**config.mk**
```make
export PLATFORM = sky130hd
export DESIGN_NAME = a20_kbrst_assist
export DESIGN_NICKNAME = d
export VERILOG_FILES = /design/src/rtl/a20rst_pkg.sv /design/src/rtl/kbc_host_decode.sv /design/src/rtl/a20_gate_reg.sv /design/src/rtl/kbrst_pulse_gen.sv /design/src/rtl/a20_kbrst_assist.sv
export SDC_FILE = /design/constraint.sdc
export NUM_CORES = 1
export LEC_CHECK = 0
export BUFFER_PORTS_ARGS = -buffer_cell sky130_fd_sc_hd__buf_2
export CAP_MARGIN = 20
export CORE_MARGIN = 5
export CORE_UTILIZATION = 52
export DETAILED_ROUTE_END_ITERATION = 6
export PLACE_DENSITY = 0.85
export SLEW_MARGIN = 20
export SYNTH_ARGS = -nofsm -noshare
export SYNTH_HDL_FRONTEND = slang
export SYNTH_HIERARCHICAL = 1
export SYNTH_SLANG_ARGS = --single-unit
```
**constraint.sdc**
```tcl
create_clock -name clk -period 1.8 [get_ports clk]
set_input_delay 0.18 -clock clk [delete_from_list [all_inputs] [get_ports clk]]
set_output_delay 0.18 -clock clk [all_outputs]
set_load 0.05 [all_outputs]
```
**src/rtl/a20rst_pkg.sv**
```systemverilog
package a20rst_pkg;

  typedef enum logic [1:0] {
    PH_IDLE = 2'd0,
    PH_HIGH = 2'd1,
    PH_LOW  = 2'd2
  } rst_phase_e;

  typedef struct packed {
    logic fast_en;
    logic hwrst_en;
    logic hwa20_en;
  } ctl_en_t;

  localparam int unsigned CTL_FAST_BIT  = 4;
  localparam int unsigned CTL_HWRST_BIT = 3;
  localparam int unsigned CTL_HWA20_BIT = 2;
  localparam int unsigned CTL_SET_BIT   = 1;
  localparam int unsigned CTL_CLR_BIT   = 0;

  localparam logic [7:0] CMD_GATE = 8'hD1;
  localparam logic [7:0] CMD_RST  = 8'hFE;

endpackage

```
**src/rtl/kbc_host_decode.sv**
```systemverilog
module kbc_host_decode
  import a20rst_pkg::*;
#(
  parameter int unsigned AW        = 16,
  parameter int unsigned DATA_ADDR = 'h60,
  parameter int unsigned CMD_ADDR  = 'h64,
  parameter int unsigned FAST_ADDR = 'h92
) (
  input  logic          clk,
  input  logic          rst_ni,
  input  logic          hb_rst_ni,
  input  logic          wr_i,
  input  logic [AW-1:0] addr_i,
  input  logic [7:0]    data_i,
  input  ctl_en_t       en_i,
  input  logic          ibuf_rd_i,
  output logic          ibf_o,
  output logic          cd_o,
  output logic [7:0]    ibuf_o,
  output logic          a20_set_o,
  output logic          rst_trig_o
);

  logic wr_ok, is_data, is_cmd, is_fast;
  logic pend_gate_q, pend_gate_d;
  logic pend_rst_q, pend_rst_d;
  logic ibf_q, ibf_d;
  logic cd_q, cd_d;
  logic [7:0] ibuf_q;
  logic ibuf_en;
  logic pend_en;

  assign wr_ok   = wr_i & hb_rst_ni;
  assign is_data = wr_ok && (addr_i == AW'(DATA_ADDR));
  assign is_cmd  = wr_ok && (addr_i == AW'(CMD_ADDR));
  assign is_fast = wr_ok && (addr_i == AW'(FAST_ADDR));

  assign a20_set_o  = (is_fast && en_i.fast_en && data_i[1]) ||
                      (is_data && pend_gate_q && en_i.hwa20_en);
  assign rst_trig_o = (is_fast && en_i.fast_en && data_i[0]) ||
                      (is_data && pend_rst_q && en_i.hwrst_en);

  assign pend_en = !hb_rst_ni || is_cmd || is_data;
  assign ibuf_en = is_cmd || is_data;

  always_comb begin
    pend_gate_d = 1'b0;
    pend_rst_d  = 1'b0;
    if (hb_rst_ni && is_cmd) begin
      pend_gate_d = (data_i == CMD_GATE);
      pend_rst_d  = (data_i == CMD_RST);
    end
  end

  always_comb begin
    ibf_d = ibf_q;
    cd_d  = cd_q;
    if (!hb_rst_ni) begin
      ibf_d = 1'b0;
      cd_d  = 1'b0;
    end else if (is_cmd) begin
      ibf_d = 1'b1;
      cd_d  = 1'b1;
    end else if (is_data) begin
      ibf_d = 1'b1;
      cd_d  = 1'b0;
    end else if (ibuf_rd_i) begin
      ibf_d = 1'b0;
    end
  end

  always_ff @(posedge clk or negedge rst_ni) begin
    if (!rst_ni) begin
      pend_gate_q <= 1'b0;
      pend_rst_q  <= 1'b0;
    end else if (pend_en) begin
      pend_gate_q <= pend_gate_d;
      pend_rst_q  <= pend_rst_d;
    end
  end

  always_ff @(posedge clk or negedge rst_ni) begin
    if (!rst_ni) begin
      ibf_q <= 1'b0;
      cd_q  <= 1'b0;
    end else begin
      ibf_q <= ibf_d;
      cd_q  <= cd_d;
    end
  end

  always_ff @(posedge clk or negedge rst_ni) begin
    if (!rst_ni) begin
      ibuf_q <= 8'h00;
    end else if (ibuf_en) begin
      ibuf_q <= data_i;
    end
  end

  assign ibf_o  = ibf_q;
  assign cd_o   = cd_q;
  assign ibuf_o = ibuf_q;

  AST_PEND_EXCLUSIVE: assert property (@(posedge clk) disable iff (!rst_ni)
    $onehot0({pend_gate_q, pend_rst_q}));

  AST_IBF_ON_WRITE: assert property (@(posedge clk) disable iff (!rst_ni)
    (wr_i && hb_rst_ni && (addr_i == AW'(DATA_ADDR) || addr_i == AW'(CMD_ADDR)))
      |=> ibf_o);

  AST_HBRST_CLEARS: assert property (@(posedge clk) disable iff (!rst_ni)
    !hb_rst_ni |=> (!ibf_o && !cd_o && !pend_gate_q && !pend_rst_q));

endmodule

```
**src/rtl/a20_gate_reg.sv**
```systemverilog
module a20_gate_reg (
  input  logic clk,
  input  logic rst_ni,
  input  logic hb_rst_ni,
  input  logic hw_set_i,
  input  logic fw_set_i,
  input  logic fw_clr_i,
  output logic gate_o
);

  logic gate_q, gate_d;

  always_comb begin
    gate_d = gate_q;
    if (!hb_rst_ni)    gate_d = 1'b1;
    else if (fw_clr_i) gate_d = 1'b0;
    else if (fw_set_i) gate_d = 1'b1;
    else if (hw_set_i) gate_d = 1'b1;
  end

  always_ff @(posedge clk or negedge rst_ni) begin
    if (!rst_ni) gate_q <= 1'b1;
    else         gate_q <= gate_d;
  end

  assign gate_o = gate_q;

  AST_HBRST_GATE_HIGH: assert property (@(posedge clk) disable iff (!rst_ni)
    !hb_rst_ni |=> gate_o);

  AST_FW_CLR_WINS: assert property (@(posedge clk) disable iff (!rst_ni)
    (hb_rst_ni && fw_clr_i) |=> !gate_o);

  AST_SET_DRIVES_HIGH: assert property (@(posedge clk) disable iff (!rst_ni)
    (hb_rst_ni && !fw_clr_i && (hw_set_i || fw_set_i)) |=> gate_o);

  AST_GATE_HOLDS: assert property (@(posedge clk) disable iff (!rst_ni)
    (hb_rst_ni && !fw_clr_i && !fw_set_i && !hw_set_i) |=> $stable(gate_o));

endmodule

```
**src/rtl/kbrst_pulse_gen.sv**
```systemverilog
module kbrst_pulse_gen
  import a20rst_pkg::*;
#(
  parameter int unsigned CYC_PER_US = 10,
  parameter int unsigned HI_US      = 14,
  parameter int unsigned LO_US      = 6
) (
  input  logic clk,
  input  logic rst_ni,
  input  logic trig_i,
  output logic kb_rst_o
);

  localparam int unsigned HI_CYC = HI_US * CYC_PER_US;
  localparam int unsigned LO_CYC = LO_US * CYC_PER_US;
  localparam int unsigned MAX_CYC = (HI_CYC > LO_CYC) ? HI_CYC : LO_CYC;
  localparam int unsigned CW = $clog2(MAX_CYC + 1);

  rst_phase_e ph_q, ph_d;
  logic [CW-1:0] cnt_q, cnt_d;
  logic cnt_zero;

  assign cnt_zero = (cnt_q == '0);

  always_comb begin
    ph_d  = ph_q;
    cnt_d = cnt_q;
    case (ph_q)
      PH_IDLE: begin
        if (trig_i) begin
          ph_d  = PH_HIGH;
          cnt_d = CW'(HI_CYC - 1);
        end
      end
      PH_HIGH: begin
        if (cnt_zero) begin
          ph_d  = PH_LOW;
          cnt_d = CW'(LO_CYC - 1);
        end else begin
          cnt_d = cnt_q - CW'(1);
        end
      end
      PH_LOW: begin
        if (cnt_zero) ph_d = PH_IDLE;
        else          cnt_d = cnt_q - CW'(1);
      end
      default: begin
        ph_d  = PH_IDLE;
        cnt_d = '0;
      end
    endcase
  end

  always_ff @(posedge clk or negedge rst_ni) begin
    if (!rst_ni) begin
      ph_q  <= PH_IDLE;
      cnt_q <= '0;
    end else begin
      ph_q  <= ph_d;
      cnt_q <= cnt_d;
    end
  end

  assign kb_rst_o = (ph_q != PH_LOW);

  AST_TRIG_STARTS: assert property (@(posedge clk) disable iff (!rst_ni)
    (ph_q == PH_IDLE && trig_i) |=> (ph_q == PH_HIGH));

  AST_RETRIG_IGNORED: assert property (@(posedge clk) disable iff (!rst_ni)
    (ph_q == PH_HIGH && trig_i && !cnt_zero)
      |=> (ph_q == PH_HIGH && cnt_q == $past(cnt_q) - CW'(1)));

  AST_LOW_AFTER_HIGH: assert property (@(posedge clk) disable iff (!rst_ni)
    $fell(kb_rst_o) |-> ($past(ph_q) == PH_HIGH));

  AST_LOW_ENDS_IDLE: assert property (@(posedge clk) disable iff (!rst_ni)
    (ph_q == PH_LOW) |=> (ph_q == PH_LOW || ph_q == PH_IDLE));

endmodule

```
**src/rtl/a20_kbrst_assist.sv**
```systemverilog
module a20_kbrst_assist
  import a20rst_pkg::*;
#(
  parameter int unsigned AW         = 16,
  parameter int unsigned DATA_ADDR  = 'h60,
  parameter int unsigned CMD_ADDR   = 'h64,
  parameter int unsigned FAST_ADDR  = 'h92,
  parameter int unsigned CYC_PER_US = 10
) (
  input  logic          clk,
  input  logic          rst_n,
  input  logic          hbus_rst_n,
  input  logic          host_wr,
  input  logic [AW-1:0] host_addr,
  input  logic [7:0]    host_wdata,
  input  logic          fw_ctl_wr,
  input  logic [7:0]    fw_ctl_wdata,
  output logic [7:0]    fw_ctl_rdata,
  input  logic          fw_sts_wr,
  input  logic [7:0]    fw_sts_wdata,
  input  logic          fw_ibuf_rd,
  output logic [7:0]    fw_ibuf_data,
  output logic [7:0]    kbc_status,
  output logic          gate_a20,
  output logic          kb_reset,
  output logic          a20_gpio_off,
  output logic          rst_gpio_off
);

  logic [1:0] rst_sync_q;
  logic       rst_s;

  always_ff @(posedge clk or negedge rst_n) begin
    if (!rst_n) rst_sync_q <= 2'b00;
    else        rst_sync_q <= {rst_sync_q[0], 1'b1};
  end
  assign rst_s = rst_sync_q[1];

  ctl_en_t en_q, en_d;
  logic    fw_set, fw_clr;

  always_comb begin
    en_d.fast_en  = fw_ctl_wdata[CTL_FAST_BIT];
    en_d.hwrst_en = fw_ctl_wdata[CTL_HWRST_BIT];
    en_d.hwa20_en = fw_ctl_wdata[CTL_HWA20_BIT];
  end

  always_ff @(posedge clk or negedge rst_s) begin
    if (!rst_s)         en_q <= '0;
    else if (fw_ctl_wr) en_q <= en_d;
  end

  assign fw_set = fw_ctl_wr & fw_ctl_wdata[CTL_SET_BIT];
  assign fw_clr = fw_ctl_wr & fw_ctl_wdata[CTL_CLR_BIT];

  logic [4:0] usr_q, usr_d;
  logic       obf_q, obf_d;

  always_comb begin
    usr_d = {fw_sts_wdata[7:4], fw_sts_wdata[2]};
    obf_d = fw_sts_wdata[0];
  end

  always_ff @(posedge clk or negedge rst_s) begin
    if (!rst_s) begin
      usr_q <= '0;
      obf_q <= 1'b0;
    end else if (fw_sts_wr) begin
      usr_q <= usr_d;
      obf_q <= obf_d;
    end
  end

  logic sts_wdata_unused;
  assign sts_wdata_unused = ^{fw_sts_wdata[3], fw_sts_wdata[1], fw_ctl_wdata[7:5]};

  logic ibf, cd, a20_set, rst_trig;

  kbc_host_decode #(
    .AW        (AW),
    .DATA_ADDR (DATA_ADDR),
    .CMD_ADDR  (CMD_ADDR),
    .FAST_ADDR (FAST_ADDR)
  ) u_decode (
    .clk        (clk),
    .rst_ni     (rst_s),
    .hb_rst_ni  (hbus_rst_n),
    .wr_i       (host_wr),
    .addr_i     (host_addr),
    .data_i     (host_wdata),
    .en_i       (en_q),
    .ibuf_rd_i  (fw_ibuf_rd),
    .ibf_o      (ibf),
    .cd_o       (cd),
    .ibuf_o     (fw_ibuf_data),
    .a20_set_o  (a20_set),
    .rst_trig_o (rst_trig)
  );

  a20_gate_reg u_gate (
    .clk       (clk),
    .rst_ni    (rst_s),
    .hb_rst_ni (hbus_rst_n),
    .hw_set_i  (a20_set),
    .fw_set_i  (fw_set),
    .fw_clr_i  (fw_clr),
    .gate_o    (gate_a20)
  );

  kbrst_pulse_gen #(
    .CYC_PER_US (CYC_PER_US)
  ) u_pulse (
    .clk      (clk),
    .rst_ni   (rst_s),
    .trig_i   (rst_trig),
    .kb_rst_o (kb_reset)
  );

  assign kbc_status   = {usr_q[4:1], cd, usr_q[0], ibf, obf_q};
  assign fw_ctl_rdata = {3'b000, en_q.fast_en, en_q.hwrst_en, en_q.hwa20_en, 1'b0, gate_a20};
  assign rst_gpio_off = en_q.hwrst_en;
  assign a20_gpio_off = en_q.hwa20_en | en_q.fast_en;

  AST_USER_FLAGS_HOLD: assert property (@(posedge clk) disable iff (!rst_s)
    !fw_sts_wr |=> ($stable({kbc_status[7:4], kbc_status[2], kbc_status[0]})));

  AST_ENABLES_HOLD: assert property (@(posedge clk) disable iff (!rst_s)
    !fw_ctl_wr |=> $stable(fw_ctl_rdata[4:2]));

endmodule

```
==> key figures, run 1 <==
Status
  – Run status: finished, violations left
  – Failing checks: setup timing

Logic synthesis
  – Share of the synthesized area in the top cell type: 43.4%
  – Post-synth ARST share: between 90% and 100%
  – Seq cells post-synth: 34
  – Ys flop type: dfrtp_1
  – Synth Instances: around 170
  – Most common cell in the netlist: dfrtp_1
  – Yosys Warn Count: 6
  – Area leader, netlist: dfrtp_1
  – Seq/Total Area, Yosys: between 40% and 50%
  – Top cells by area, synth: dfrtp_1 43%, mux2_4 7.9%, mux2_2 4.1%
  – EDFF count, synth: 0
  – Mean area per synthesized cell: 11.3 sq um
  – List of most frequent post-synthesis cells: 33 x dfrtp_1, 15 x nand2_1, 10 x mux2_4
  – Synth cell types: 54
  – Synthesized cell area: ~0.0019 sq mm

Global routing
  – First-pass GRT wire length: approximately 7500 um
  – Final global-route overflow total: 0
  – Total GRT Usage: 19.3%
  – Antenna violations before repair: 0
  – Largest net degree at the start of global routing: 19
  – Vias in the first global route: between 1,500 and 2,000

Power
  – Pwr Density: between 700 and 800 mW/mm^2
  – Internal: 1.44 mW
  – Sw power: 490 uW
  – Sequential power share: between 40% and 50%
  – Leakage power: about 1.2 nW
  – Clk pwr share: between 40% and 50%
  – Worst IR drop on VDD: about 0.44 mV
  – Switch share: about a quarter
  – Overall power: 1.93 mW
  – Comb power frac: 15.1%

Worst hold path
  – Hold_sp: fw_sts_wdata[0]
  – Worst hold path type: input port to flip-flop
  – Hold Crit Depth: 2

Critical path
  – Arr. time, crit path: around 2 ns
  – Crit path kind: input port to flip-flop
  – R2R cell count: 8
  – Cell count along the critical path: 9
  – Worst r2r src: fw_ctl_rdata[4]$_DFFE_PN0P_
  – WP buf/inv: 1
  – CP Cell Sequence: buf_6, nor4bb_4, nand3_1, or4_4, o32ai_4, nor3_4, a21oi_2, and4_1, nor3_1
  – Worst Path Max Fanout: 6
  – Worst path top cell family by delay: simple AND/OR/NAND/NOR gates
  – Startpoint types: input port
  – CP max-delay cell: or4_4
  – Critical Path Max Stage Delay: about 0.53 ns
  – Crit path from: host_addr[3]
  – Critical Path End Type: flip-flop
  – CP required: roughly 2 ns
  – End of the worst register-to-register path: u_pulse/cnt_q[6]$_DFFE_PN0P_
  – Setup slack, reg-to-reg: between 0.1 and 0.15 ns
  – Critical Path Sink: u_pulse/cnt_q[6]$_DFFE_PN0P_

Place
  – DP Cell Count: ~280
  – Count of input and output buffers: 65
  – Post-DP HPWL: about 3300 um
  – Final estimated routing congestion in global placement: 0.832

Clock network
  – Skew-Pair Late Insertion Delay: around 0.29 ns
  – Longest Clk Path Bufs: 2
  – Root buf cell: clkbuf_8
  – Depth of the CTS H-tree: 2
  – Clock sink count: 34
  – CTS Buf Count: 5
  – Clock transition at path regs: about 0.070 ns
  – CTS tree: built

Timing
  – Final Skew: 0.00403 ns
  – Unrepaired setup endpoints after global routing: true
  – Fmax: 546 MHz
  – Max Transition Viols Final: 0
  – Final min period: roughly 1.8 ns
  – Final setup viols: 1
  – Tcrit/Tclk final: 102%
  – Final WS setup: -0.0320 ns
  – Final hold vios: 0

Job
  – Max-cap viol count: 0

Route
  – DRC violations left: 0
  – Post-DR wirelength/cell: between 15 and 20 um
  – Detailed Route WL: 4970 um
  – Drt first pass iters: 4
  – 1st-iter DRT viols: 138
  – Routed Antenna Nets: 0
  – Drt via density: 5.57
  – Vias: around 1,600

Floorplanning
  – Core Area: ~0.0036 sq mm
  – Die area: around 0.0050 sq mm
  – # IOs: 75
  – Num rows: 22
  – Die height: a little over 70 um
  – Die W: roughly 70 um
  – Initial Util: roughly 53%

Finish
  – N_diodes: 0
  – # nets final: between 200 and 300
  – Post-route insts no fill: 288
  – P&R area growth vs syn: 31.5%
  – Share of layout cells above drive strength 1: 50.8%
-- placed cells by master (no fill, tap or decap), types with 3 or more instances in the layout --
cell	n
a21oi_1	4
a21oi_2	3
buf_2	61
buf_4	10
buf_6	4
clkbuf_8	5
conb_1	5
dfrtp_1	32
inv_1	7
mux2_2	7
mux2_4	10
mux2i_1	4
nand2_1	15
nand3_1	6
nand3b_1	3
nor2_1	4
nor3_1	4
o21ai_1	3
-- state kept, by name, summed over array words and instances (netlist names) --
name	count
u_decode/cd_o	1
rst_sync_q	2
fw_ctl_rdata	2
rst_gpio_off	1
u_decode/pend_gate_q	1
obf_q	1
u_pulse/ph_q	2
u_decode/pend_rst_q	1
u_gate/gate_o	1
u_decode/ibf_o	1
usr_q	5
u_pulse/cnt_q	8
u_decode/ibuf_o	8
-- cell families (layout without fill, tap and decap cells) --
logic type      Yosys count  count (layout)  synth area share [%]
xor+xnor                  2               2                 0.922
buf+inv                  22              91                  8.16
compound gates           26              26                  10.1
flops                    34              34                  44.8
simple gates             58              58                  19.6
mux                      21              21                  14.2
other cells               2               5                 0.395
fa+ha+maj                 3               3                  1.84
-- metrics by stage --
stage / hold slack [ns] / instance area [sq um] / util, % / worst slack, ns / setup TNS, ns
floorplan: -0.116 / 1940 / - / -0.465 / -2.90
global placement: -0.0320 / 2250 / 62.5 / -0.419 / -3.61
detailed placement: -0.0311 / 2250 / 62.5 / -0.495 / -4.52
CTS: 0.115 / 2450 / 68.0 / -0.00692 / -0.00692
global route: 0.107 / 2500 / 69.3 / -0.0986 / -0.155
finish: 0.121 / 2500 / 69.3 / -0.0320 / -0.0320
-- area by class of cell --
cell class | instances | area, sq um
clock inverter | 3 | 68.8
fill | 246 | 1110
sequential | 34 | 853
clock buffer | 5 | 68.8
multi-input combinational | 115 | 987
tap | 48 | 60.1
timing repair buffer | 76 | 435
inverter | 7 | 26.3
-- repair_timing --
action	CTS	global route
pin swaps	2	1
hold buffers	1	0
endpoints found under the setup margin	8	7
gates resized for setup	7	8
endpoints found under the hold margin	2	0
setup buffers	1	1
-- power groups by stage --
stage / Sequential (mW) / Combinational, mW / Clock (mW)
3_3_place_gp: 0.818 / 0.270 / 0
4_1_cts: 0.806 / 0.283 / 0.857
5_1_grt: 0.810 / 0.305 / 0.892
6_report: 0.806 / 0.291 / 0.836
2_1_floorplan: 0.897 / 0.112 / 0
3_5_place_dp: 0.821 / 0.272 / 0
-- routing by layer --
metal	part of all wire (%)	vias to the layer above	GRT usage (%)
met5	0	-	0
met4	1.7	0	6.38
met3	9.2	10	6.33
met2	51	80	32.7
met1	38	774	22.8
li1	-	741	-
-- worst min-delay path by stage --
stage                                   end  slack [ns]
global placement    rst_sync_q[1]$_DFF_PN0_       -0.03
CTS                       obf_q$_DFFE_PN0P_        0.11
finish                    obf_q$_DFFE_PN0P_        0.12
detailed placement  rst_sync_q[0]$_DFF_PN0_       -0.03
floorplan           rst_sync_q[0]$_DFF_PN0_       -0.12
global route           usr_q[1]$_DFFE_PN0P_        0.11
(Power assumes the default switching activity.)
==> run 2, diff against run 1 <==
--- a/config.mk
+++ b/config.mk
@@ -8,9 +8,8 @@
 export BUFFER_PORTS_ARGS = -buffer_cell sky130_fd_sc_hd__buf_2
 export CAP_MARGIN = 20
 export CORE_MARGIN = 5
-export CORE_UTILIZATION = 52
+export CORE_UTILIZATION = 30
 export DETAILED_ROUTE_END_ITERATION = 6
-export PLACE_DENSITY = 0.85
 export SLEW_MARGIN = 20
 export SYNTH_ARGS = -nofsm -noshare
 export SYNTH_HDL_FRONTEND = slang
==> run 2 against run 1 <==
  * The flow still finishes with violations (setup timing)
  * Design area up 2.2%
  * Clock skew rose by 0.0022 ns
  * Global-route usage fell by 7.7 points
  * Utilization fell by 28 points
  * Clock power increased by 2%
  * Count of clock-buffer cells in the layout unchanged
  * Total power increased by 0.97%
  * Routed wire length decreased by 7.5%
  * Worst setup slack improved by 0.0067 ns
  * First-iteration DRC count decreased by 70%
  * Fmax increased by 0.36%
  * Critical path type unchanged
==> key figures, run 2 (same netlist as run 1, synthesis figures left out) <==
Timing
  – Unrepaired setup endpoints after global routing: true
  – Final hold vios: 0 (unchanged)
  – Final setup viols: 1 (unchanged)
  – Final Skew: 0.00622 ns (+0.00219 ns)
  – Fmax: 548 MHz (+0.36%)
  – Final min period: 1.83 ns (-0.00665 ns)
  – Tcrit/Tclk final: 101% (-0.37 points)
  – Max Transition Viols Final: 0 (unchanged)
  – Final WS setup: -0.0253 ns (+0.00665 ns)

Clock network
  – Skew-Pair Late Insertion Delay: 0.29 ns (about the same)
  – Clock sink count: 34 (unchanged)
  – Longest Clk Path Bufs: 2 (unchanged)
  – CTS tree: built
  – Depth of the CTS H-tree: 2 (unchanged)
  – CTS Buf Count: 5 (unchanged)
  – Clock transition at path regs: 0.07 ns (about the same)
  – Root buf cell: clkbuf_8

Global routing
  – First-pass GRT wire length: 7110 um (-5.7%)
  – Vias in the first global route: 1,540 (-3.3%)
  – Final global-route overflow total: 0 (unchanged)
  – Total GRT Usage: 11.6% (-7.7 points)
  – Largest net degree at the start of global routing: 33 (+14)
  – Antenna violations before repair: 0 (unchanged)

Critical path
  – Startpoint types: input port
  – Crit path kind: input port to flip-flop
  – Worst Path Max Fanout: 5 (-1)
  – CP required: 1.98 ns (about the same)
  – Arr. time, crit path: 2.00 ns (about the same)
  – Critical Path End Type: flip-flop

Power
  – Pwr Density: 764 mW/mm^2 (-1.2%)
  – Internal: 1.45 mW (+0.30%)
  – Worst IR drop on VDD: 0.338 mV (-23%)
  – Sw power: 505 uW (+3.0%)
  – Leakage power: 1.24 nW (+1.0%)
  – Overall power: 1.95 mW (+0.97%)
  – Sequential power share: 41.2% (-0.5 points)
  – Comb power frac: 15.1% (about the same)
  – Clk pwr share: 43.7% (+0.5 points)
  – Switch share: 25.8% (+0.50 points)

Status
  – Run status: finished, violations left
  – Failing checks: setup timing

Route
  – 1st-iter DRT viols: 42 (-70%)
  – DRC violations left: 0 (unchanged)
  – Post-DR wirelength/cell: 14.4 um (-17%)
  – Drt first pass iters: 4 (unchanged)
  – Routed Antenna Nets: 0 (unchanged)
  – Vias: 1,502 (-6.4%)
  – Drt via density: 4.71 (-16%)
  – Detailed Route WL: 4600 um (-7.5%)

Finish
  – P&R area growth vs syn: 34.4%
  – Most common cell after layout, fill and taps aside: buf_2
  – Share of layout cells above drive strength 1: 50.0% (-0.83 points)
  – Final cell utilization of the core: 40.9% (-28 points)
  – Most frequent cells in the layout: 60 x buf_2, 33 x dfrtp_1, 15 x nand2_1, 12 x buf_4, 10 x mux2_4
  – N_diodes: 0 (unchanged)
  – # nets final: 290 (+0.69%)

Place
  – Count of input and output buffers: 65 (unchanged)
  – Final estimated routing congestion in global placement: 0.816 (-1.9%)
  – Post-DP HPWL: 3380 um (+1.7%)
  – Pre-CTS setup slack: -0.434 ns (+0.0615 ns)

Floorplanning
  – Die height: 89.6 um (+27%)
  – Initial Util: 30.5% (-22 points)
  – Die area: 0.00803 sq mm (+62%)
  – Die W: 89.6 um (+27%)
  – Core Area: 0.00624 sq mm (+73%)
  – Num rows: 29 (+32%)
  – # IOs: 75 (unchanged)

Job
  – Max-cap viol count: 0 (unchanged)

Worst hold path
  – Worst hold path type: input port to flip-flop
==> run 2: worst paths after layout <==
path	startpoint	endpoint	slack, ns	cells past startpoint
worst max-delay path	host_addr[9]	u_pulse/cnt_q[6]$_DFFE_PN0P_	-0.03	9
worst min-delay path	hbus_rst_n	u_gate/gate_o$_DFFE_PN1P_	0.08	2
worst max register to register	u_pulse/cnt_q[0]$_DFFE_PN0P_	u_pulse/cnt_q[2]$_DFFE_PN0P_	0.09	6
worst min register to register	rst_sync_q[1]$_DFF_PN0_	u_pulse/cnt_q[7]$_DFFE_PN0P_	0.27	1
max in group asynchronous	rst_sync_q[1]$_DFF_PN0_	u_gate/gate_o$_DFFE_PN1P_	1.19	1
min in group asynchronous	rst_n	rst_sync_q[0]$_DFF_PN0_	0.20	2
==> run 2: power groups by stage <==
stage,registers [mW],logic (mW),clock network [mW]
5_1_grt,0.808,0.313,0.917
6_report,0.804,0.295,0.854
2_1_floorplan,0.897,0.112,0
3_5_place_dp,0.820,0.279,0
3_3_place_gp,0.819,0.278,0
4_1_cts,0.805,0.290,0.885
==> run 2: layer usage <==
layer,global-route usage (%),vias up,wire (um)
li1,-,737,-
met1,13.6,702,1930
met2,20.1,58,2090
met3,3.10,5,514
met4,4.47,0,70
met5,0,-,0
==> run 2: repair_timing <==
action	CTS	global route
gates resized for setup	7	6
endpoints found under the setup margin	7	5
endpoints found under the hold margin	2	0
pin swaps	2	1
hold buffers	1	0
setup buffers	2	0
==> run 2: worst max-delay path, stage by stage <==
cell     delay [ns]
buf_6          0.10
nor4_4         0.28
nand3_2        0.12
or4_4          0.52
o32ai_4        0.31
nor3_2         0.08
a21oi_1        0.17
and4_1         0.20
nor3_1         0.05
==> run 2: cell type report <==
class | instances | area, sq um
Tap cell | 77 | 96.3
Multi-Input combinational cell | 115 | 986
Clock buffer | 5 | 68.8
Timing Repair Buffer | 78 | 457
Clock inverter | 3 | 68.8
Sequential cell | 34 | 852
Inverter | 7 | 26.3
Fill cell | 610 | 3690
==> run 2: metrics by stage <==
step	instances	hold WS, ns	setup TNS (ns)	cell area [sq um]
final	319	0.0770	-0.0253	2550
after detailed placement	308	-0.0336	-3.76	2310
after global placement	308	-0.0336	-3.61	2310
after global routing	319	0.0759	-0.231	2550
after floorplan	171	-0.116	-2.90	1940
after CTS	319	0.0651	-0.00393	2510
